**config.mk**
```make
export PLATFORM = sky130hd
export DESIGN_NAME = bus_decoder_top
export DESIGN_NICKNAME = d
export VERILOG_FILES = /design/src/rtl/busdec_pkg.sv /design/src/rtl/bd_addr_decode.sv /design/src/rtl/bd_sel_latch.sv /design/src/rtl/bd_key_mux.sv /design/src/rtl/bus_decoder_top.sv
export SDC_FILE = /design/constraint.sdc
export NUM_CORES = 1
export LEC_CHECK = 0
export BUFFER_PORTS_ARGS = -buffer_cell sky130_fd_sc_hd__buf_4
export CORE_ASPECT_RATIO = 1.25
export CORE_MARGIN = 5
export CORE_UTILIZATION = 39
export DETAILED_ROUTE_END_ITERATION = 12
export PLACE_DENSITY = 0.81
export SYNTH_ARGS = -nofsm -noshare
export SYNTH_HDL_FRONTEND = slang
export SYNTH_HIERARCHICAL = 1
export SYNTH_SLANG_ARGS = --single-unit
```
**constraint.sdc**
```tcl
create_clock -name clk -period 3.4 [get_ports clk]
set_input_delay 0.68 -clock clk [delete_from_list [all_inputs] [get_ports clk]]
set_output_delay 0.68 -clock clk [all_outputs]
set_load 0.01 [all_outputs]
```
**src/rtl/busdec_pkg.sv**
```systemverilog
`timescale 1ns/1ps
package busdec_pkg;

    typedef enum logic [3:0] {
        RGN_NONE  = 4'd0,
        RGN_WRAM  = 4'd1,
        RGN_PER0  = 4'd2,
        RGN_PER1  = 4'd3,
        RGN_TCODE = 4'd4,
        RGN_TATTR = 4'd5,
        RGN_ROM   = 4'd6,
        RGN_KEYS  = 4'd7,
        RGN_DIP   = 4'd8
    } region_e;

    typedef struct packed {
        logic wram;
        logic per0;
        logic per1;
        logic tcode;
        logic tattr;
        logic rom;
    } cs_t;

    localparam logic [15:0] WRAM_LO  = 16'h0000, WRAM_HI  = 16'h07FF;
    localparam logic [15:0] PER0_LO  = 16'h0844, PER0_HI  = 16'h0847;
    localparam logic [15:0] PER1_LO  = 16'h0848, PER1_HI  = 16'h084B;
    localparam logic [15:0] TCODE_LO = 16'h1000, TCODE_HI = 16'h13FF;
    localparam logic [15:0] TATTR_LO = 16'h1800, TATTR_HI = 16'h1BFF;
    localparam logic [15:0] ROM_LO   = 16'hC000, ROM_HI   = 16'hFFFF;

    function automatic logic in_span(input logic [15:0] a,
                                     input logic [15:0] lo,
                                     input logic [15:0] hi);
        return (a >= lo) && (a <= hi);
    endfunction

    function automatic region_e classify(input logic [15:0] a,
                                         input logic [15:0] keys_at,
                                         input logic [15:0] dip_at);
        region_e r;
        r = RGN_NONE;
        if      (in_span(a, WRAM_LO,  WRAM_HI))  r = RGN_WRAM;
        else if (in_span(a, PER0_LO,  PER0_HI))  r = RGN_PER0;
        else if (in_span(a, PER1_LO,  PER1_HI))  r = RGN_PER1;
        else if (in_span(a, TCODE_LO, TCODE_HI)) r = RGN_TCODE;
        else if (in_span(a, TATTR_LO, TATTR_HI)) r = RGN_TATTR;
        else if (in_span(a, ROM_LO,   ROM_HI))   r = RGN_ROM;
        else if (a == keys_at)                   r = RGN_KEYS;
        else if (a == dip_at)                    r = RGN_DIP;
        return r;
    endfunction

endpackage

```
**src/rtl/bd_addr_decode.sv**
```systemverilog
`timescale 1ns/1ps
module bd_addr_decode
    import busdec_pkg::*;
#(
    parameter int          ADDR_W   = 16,
    parameter logic [15:0] KEYS_AT  = 16'h0850,
    parameter logic [15:0] DIP_AT   = 16'h0851
) (
    input  logic [ADDR_W-1:0] addr,
    output region_e           rgn,
    output cs_t               cs,
    output logic [1:0]        win_reg
);
    always_comb begin
        rgn = classify(addr, KEYS_AT, DIP_AT);
        cs  = '0;
        unique case (rgn)
            RGN_WRAM:  cs.wram  = 1'b1;
            RGN_PER0:  cs.per0  = 1'b1;
            RGN_PER1:  cs.per1  = 1'b1;
            RGN_TCODE: cs.tcode = 1'b1;
            RGN_TATTR: cs.tattr = 1'b1;
            RGN_ROM:   cs.rom   = 1'b1;
            default:   cs       = '0;
        endcase
        win_reg = addr[1:0];
    end
endmodule

```
**src/rtl/bd_sel_latch.sv**
```systemverilog
`timescale 1ns/1ps
module bd_sel_latch #(
    parameter int DATA_W = 8
) (
    input  logic              clk,
    input  logic              rst,
    input  logic              wr,
    input  logic [DATA_W-1:0] wdata,
    output logic [DATA_W-1:0] q
);
    always_ff @(posedge clk) begin
        if (rst)
            q <= '0;
        else if (wr)
            q <= ~wdata;
    end
endmodule

```
**src/rtl/bd_key_mux.sv**
```systemverilog
`timescale 1ns/1ps
module bd_key_mux #(
    parameter int DATA_W = 8,
    parameter int GROUPS = 4
) (
    input  logic [DATA_W-1:0]        sel,
    input  logic [GROUPS*DATA_W-1:0] keys,
    output logic [DATA_W-1:0]        data
);
    localparam int FIELD_LSB = DATA_W - GROUPS;

    logic [GROUPS-1:0] field;
    logic [GROUPS-1:0] hit;
    logic [DATA_W-1:0] picked [GROUPS];

    assign field = sel[DATA_W-1:FIELD_LSB];

    for (genvar g = 0; g < GROUPS; g++) begin : g_grp
        assign hit[g]    = (field == (GROUPS'(1) << g));
        assign picked[g] = hit[g] ? keys[g*DATA_W +: DATA_W] : '0;
    end

    always_comb begin
        data = '0;
        for (int g = 0; g < GROUPS; g++)
            data = data | picked[g];
        if (hit == '0)
            data = '1;
    end
endmodule

```
**src/rtl/bus_decoder_top.sv**
```systemverilog
`timescale 1ns/1ps
module bus_decoder_top
    import busdec_pkg::*;
#(
    parameter int          ADDR_W  = 16,
    parameter int          DATA_W  = 8,
    parameter int          GROUPS  = 4,
    parameter logic [15:0] KEYS_AT = 16'h0850,
    parameter logic [15:0] DIP_AT  = 16'h0851
) (
    input  logic                     clk,
    input  logic                     rst,
    input  logic [ADDR_W-1:0]        cpu_addr,
    input  logic                     cpu_we,
    input  logic [DATA_W-1:0]        cpu_wdata,
    input  logic [DATA_W-1:0]        ext_rdata,
    input  logic [GROUPS*DATA_W-1:0] key_sw,
    input  logic [DATA_W/2-1:0]      dip_sw,
    output logic [DATA_W-1:0]        cpu_rdata,
    output logic                     cs_wram,
    output logic                     cs_per0,
    output logic                     cs_per1,
    output logic [1:0]               per_reg,
    output logic                     cs_tcode,
    output logic                     cs_tattr,
    output logic                     cs_rom
);
    localparam int HALF = DATA_W / 2;

    region_e           rgn;
    cs_t               cs;
    logic [DATA_W-1:0] sel_q;
    logic [DATA_W-1:0] key_data;
    logic              sel_wr;

    bd_addr_decode #(.ADDR_W(ADDR_W), .KEYS_AT(KEYS_AT), .DIP_AT(DIP_AT)) u_dec (
        .addr    (cpu_addr),
        .rgn     (rgn),
        .cs      (cs),
        .win_reg (per_reg)
    );

    assign sel_wr = cpu_we && (rgn == RGN_KEYS);

    bd_sel_latch #(.DATA_W(DATA_W)) u_sel (
        .clk   (clk),
        .rst   (rst),
        .wr    (sel_wr),
        .wdata (cpu_wdata),
        .q     (sel_q)
    );

    bd_key_mux #(.DATA_W(DATA_W), .GROUPS(GROUPS)) u_keys (
        .sel  (sel_q),
        .keys (key_sw),
        .data (key_data)
    );

    assign cs_wram  = cs.wram;
    assign cs_per0  = cs.per0;
    assign cs_per1  = cs.per1;
    assign cs_tcode = cs.tcode;
    assign cs_tattr = cs.tattr;
    assign cs_rom   = cs.rom;

    always_comb begin
        unique case (rgn)
            RGN_KEYS: cpu_rdata = key_data;
            RGN_DIP:  cpu_rdata = {dip_sw, {HALF{1'b1}}};
            RGN_NONE: cpu_rdata = '1;
            default:  cpu_rdata = ext_rdata;
        endcase
    end
endmodule

```
==> flow_summary.toml, run 1 <==
[global_route]
grt_overflow = 0
grt_pass1_wl_mm = 5.112
grt_max_degree = 11
grt_use_total = 0.1900
antenna_found_initial = 0
grt_pass1_vias = 1206

[sta]
period_share = 0.9703
hold_viol = 0
layout_min_cycle_time_ns = 3.299
fin_worst_skew_ns = 0
worst_pin_slew_ns = 0.5783
fmax_mhz = 303.1
setup_viol = 0
slew_headroom = 0.6128
fin_tns_setup_ns = 0
finalMaxSlewViolations = 0

[synthesis]
yosysWarnings = 6
synthesis.instances = 105
netlist_area_um2 = 895.9
syn_area_per_cell_um2 = 8.532
syn-num-nets = 176

[critical_path]
crit_fanout = 5
crit_type = "primary input to output port"
critical_path.cell_chain = "buf_4 -> or4b_4 -> a2bb2oi_1 -> o21bai_1 -> and4b_2 -> nor2b_4 -> a221o_1 -> buf_4"
worstPathRequired_ns = 2.72
cpPeakStageDelay_ns = 0.54
crit_top_cell = "buf_4"
setup.worst_path.start_class = "primary input"
crit_slowest_cell = "or4b_4"
cp-end-kind = "output port"
cp.arrival_ns = 2.62

[power_and_ir_drop]
p_leak_nw = 0.6563
power_mw = 0.2304
ir_drop_mv = 0.1490
powerDensity_mw_per_mm2 = 151.9

[routing]
drt-initial-drc-count = 27
wirelength_mm = 3.324
via_per_inst = 5.425
wire_per_inst_um = 15.53
drc = 0
dr.pass1.iters = 4
postRouteAntennaNets = 0
vias = 1161

[place]
dp_hpwl_mm = 2.744
post_dp_cell_area_mm2 = 0.001478
numPortBuffers = 82
gp_congestion = 0.7352

[finish]
antenna_cells = 0
multi_input_area_um2 = 718.2
fin_util = 0.6859
fin_area_mm2 = 0.001516
area_growth_pct = 69.27
top_register = "u_sel/q"
n_fill_cell = 188
nets = 256
ff_latch_area_um2 = 80.08
largest_reg_flops = 4
top_regs = "u_sel/q (4)"
drive_gt1_frac = 0.5847

[floorplan]
start_util = 0.4052
dieArea_mm2 = 0.003361
fp.dieH_um = 63.59
coreArea_mm2 = 0.002211
ios = 87
rows = 19
die_w_um = 52.87

[clock_network]
cts_made_buffers = 3
clk_latency_ns = 0.23
hold_buffers = 0
htree_levels = 1
clock_tree.root_cell = "clkbuf_4"
clock-sinks = 4
cts_setup_buffers = 0
cts_tree = "built"
clockBufferDepth = 2
cts_resized = 0
clk_pin_slew_worst_paths_ns = 0.03

[job]
cap_violations = 0

[run_status]
status = "completed"

[worst_hold_path]
hold_path_class = "flop to flop"
==> report_power, final <==
part / internal [mW] / switching (mW) / total (mW) / leakage (nW)
clock: 0.0396 / 0.0213 / 0.0609 / 0.0138
sequential: 0.0472 / 0.000201 / 0.0474 / 0.0322
combinational: 0.0779 / 0.0441 / 0.122 / 0.610
total: 0.165 / 0.0656 / 0.230 / 0.656
==> stage by stage <==
stage	setup WS (ns)	hold slack, ns	std cells
after CTS	0.07694	0.5811	213
after global placement	0.1087	0.5503	210
after global routing	-0.03402	0.6159	214
after floorplan	0.2882	0.5252	105
final	0.1008	0.5709	214
after detailed placement	0.08137	0.5783	210
==> per-layer routing <==
metal,part of all wire,track usage,up-vias
li1,-,-,576
met4,0,0.03834,0
met3,0.14,0.06840,0
met2,0.50,0.3416,66
met1,0.37,0.2065,519
met5,0,0,-
==> area by class of cell <==
cell class                 count  share of cell area
multi-input combinational     85              0.4736
timing repair buffer          84              0.4158
sequential                     4             0.05281
tap                           31             0.02558
inverter                       7             0.01733
clock buffer                   3             0.01485
==> worst max-delay path: cells and delay by family <==
kind | cells | cell delay, ns
buffers and inverters | 2 | 0.27
AO/OA/AOI/OAI | 3 | 0.67
AND/OR/NAND/NOR | 3 | 0.99
==> placed cells by master, fill, tap and decap left out, drive strengths merged, types with 3 or more instances in the layout <==
cell and count:
nor2 6, a21oi 5, mux2i 3, a22oi 16, buf 84, nor4b 6
dfxtp 4, clkbuf 3, a211oi 4, nand2 3, a221o 4, o211ai 8
inv 7
==> final timing paths <==
path	endpoint	slack, ns	depth (start not counted)	from
max	cpu_rdata[5]	0.10	8	cpu_addr[1]
min	u_sel/q[4]	0.57	2	u_sel/q[4]
max reg2reg	u_sel/q[5]	2.57	2	u_sel/q[5]
min reg2reg	u_sel/q[4]	0.57	2	u_sel/q[4]
(Power assumes the default switching activity.)
==> run 2, diff against run 1 <==
- ABC_AREA: unset -> 1
- CORE_UTILIZATION: 39 -> 43
- PLACE_DENSITY: 0.81 -> 0.82
==> flow_summary.toml, run 2 <==
[power_and_ir_drop]
p_seq_frac = 0.194
power.switching_mw = 0.07726
p_leak_nw = 0.9839
switching_share = 0.3156
pwr-share-comb = 0.566
power.internal_mw = 0.1675
clockPowerShare = 0.239
powerDensity_mw_per_mm2 = 137.0
ir_drop_mv = 0.1420

[critical_path]
cp.arrival_ns = 2.17
crit_slowest_cell = "nor2_1"
crit_type = "primary input to output port"
startpoint = "cpu_addr[8]"
cp-end-kind = "output port"
critical_path.cell_chain = "buf_4 -> nor2_1 -> nand2_1 -> nor3_1 -> nand3_1 -> nor2_1 -> inv_1 -> o211ai_1 -> nand3_1 -> buf_4"
cp-endpoint = "cpu_rdata[6]"
setup.worst_path.start_class = "primary input"
crit_fanout = 4
r2r_cells = 2
r2r_end = "u_sel/q[4]"
reg2reg_from = "u_sel/q[4]"
r2r_setup_slack_ns = 2.68
cpPeakStageDelay_ns = 0.32
worstPathRequired_ns = 2.72

[global_route]
grt_use_total = 0.1766
grt_max_degree = 18
antenna_found_initial = 0
grt_pass1_vias = 1350
grt_overflow = 0
grt_pass1_wl_mm = 5.582

[clock_network]
htree_levels = 1
clockBufferDepth = 2
clock_tree.root_cell = "clkbuf_4"
cts_tree = "built"
clk_pin_slew_worst_paths_ns = 0.04
hold_buffers = 0
cts_setup_buffers = 0
cts_resized = 0
clk_latency_ns = 0.24
clock-sinks = 4
cts_made_buffers = 3

[finish]
final_cell_mix = "82 x buf_4, 55 x nand2_1, 54 x nand3_1"
area_growth_pct = 51.75
fin_util = 0.6733
mostFrequentLayoutCell = "buf_4"
multi_input_area_um2 = 898.4
largest_reg_flops = 4
fin_cells = 332
drive_gt1_frac = 0.4027
top_regs = "u_sel/q (4)"
nets = 371
ff_latch_area_um2 = 80.08
n_fill_cell = 279
antenna_cells = 0
top_register = "u_sel/q"

[sta]
grt_setup_unrepaired = "false"
slew_headroom = 0.5819
period_share = 0.8394
setup_viol = 0
fmax_mhz = 350.4
finalMaxSlewViolations = 0
fin_worst_skew_ns = 0
layout_min_cycle_time_ns = 2.854
fin_tns_setup_ns = 0
hold_viol = 0
worst_pin_slew_ns = 0.6249

[routing]
via_per_inst = 4.744
drc = 0
vias = 1575
postRouteAntennaNets = 0
wirelength_mm = 3.598
wire_per_inst_um = 10.84
drt-initial-drc-count = 44
dr.pass1.iters = 4

[floorplan]
fp.dieH_um = 68.51
ios = 87
start_util = 0.4437
die_w_um = 56.80
dieArea_mm2 = 0.003891
coreArea_mm2 = 0.002654
rows = 21

[synthesis]
netlist_area_mm2 = 0.001177
yosysWarnings = 6
syn-num-nets = 291
synthesis.instances = 220
syn_area_per_cell_um2 = 5.352

[job]
cap_violations = 0

[place]
dp_hpwl_mm = 3.076
dp_cells = 329
gp_congestion = 0.8991
numPortBuffers = 82

[worst_hold_path]
hold_path_class = "flop to flop"

[run_status]
status = "completed"
-- run 2: worst min path at each step --
stage	start	to	slack [ns]	cells after the start
after floorplan	u_sel/q[4]	u_sel/q[4]	0.55	2
after global placement	u_sel/q[5]	u_sel/q[5]	0.56	2
after detailed placement	u_sel/q[6]	u_sel/q[6]	0.57	2
after CTS	u_sel/q[5]	u_sel/q[5]	0.58	2
after global routing	u_sel/q[5]	u_sel/q[5]	0.62	2
final	u_sel/q[5]	u_sel/q[5]	0.58	2
-- run 2: power by group through the flow --
stage	logic [mW]	registers [mW]	clock network [mW]
after floorplan	0.0576	0.0483	0
after global placement	0.138	0.0483	0
after detailed placement	0.140	0.0483	0
after CTS	0.140	0.0476	0.0604
after global routing	0.152	0.0476	0.0646
final	0.139	0.0476	0.0585
-- run 2: critical path, delay by kind of cell --
| kind | cells | cell delay (ns) |
|---|---|---|
| and+or+nand+nor | 6 | 0.87 |
| AOI/OAI and AO/OA | 1 | 0.22 |
| buffers and inverters | 3 | 0.41 |
-- run 2: layout make-up --
| type | count | share of cell area |
|---|---|---|
| Clock buffer | 3 | 0.01261 |
| Timing Repair Buffer | 82 | 0.3445 |
| Sequential cell | 4 | 0.04482 |
| Multi-Input combinational cell | 175 | 0.5028 |
| Tap cell | 34 | 0.02381 |
| Inverter | 34 | 0.07143 |
-- run 2: per-stage QoR --
step | total power [mW] | worst slack [ns] | hold WS [ns] | cell area, um2
5_1_grt | 0.2642 | 0.3397 | 0.6153 | 1787
3_3_place_gp | 0.1866 | 0.5602 | 0.5646 | 1764
4_1_cts | 0.2479 | 0.5437 | 0.5762 | 1787
3_5_place_dp | 0.1879 | 0.5546 | 0.5688 | 1764
6_report | 0.2448 | 0.5460 | 0.5829 | 1787
2_1_floorplan | 0.1059 | 0.9124 | 0.5471 | 1177
-- run 2: metal layers --
layer  vias up  share of wire  GRT usage
li1        853              -          -
met1       660           0.40     0.2058
met2        58           0.52     0.3367
met3         4          0.070    0.02235
met4         0          0.013    0.05507
met5         -              0          0
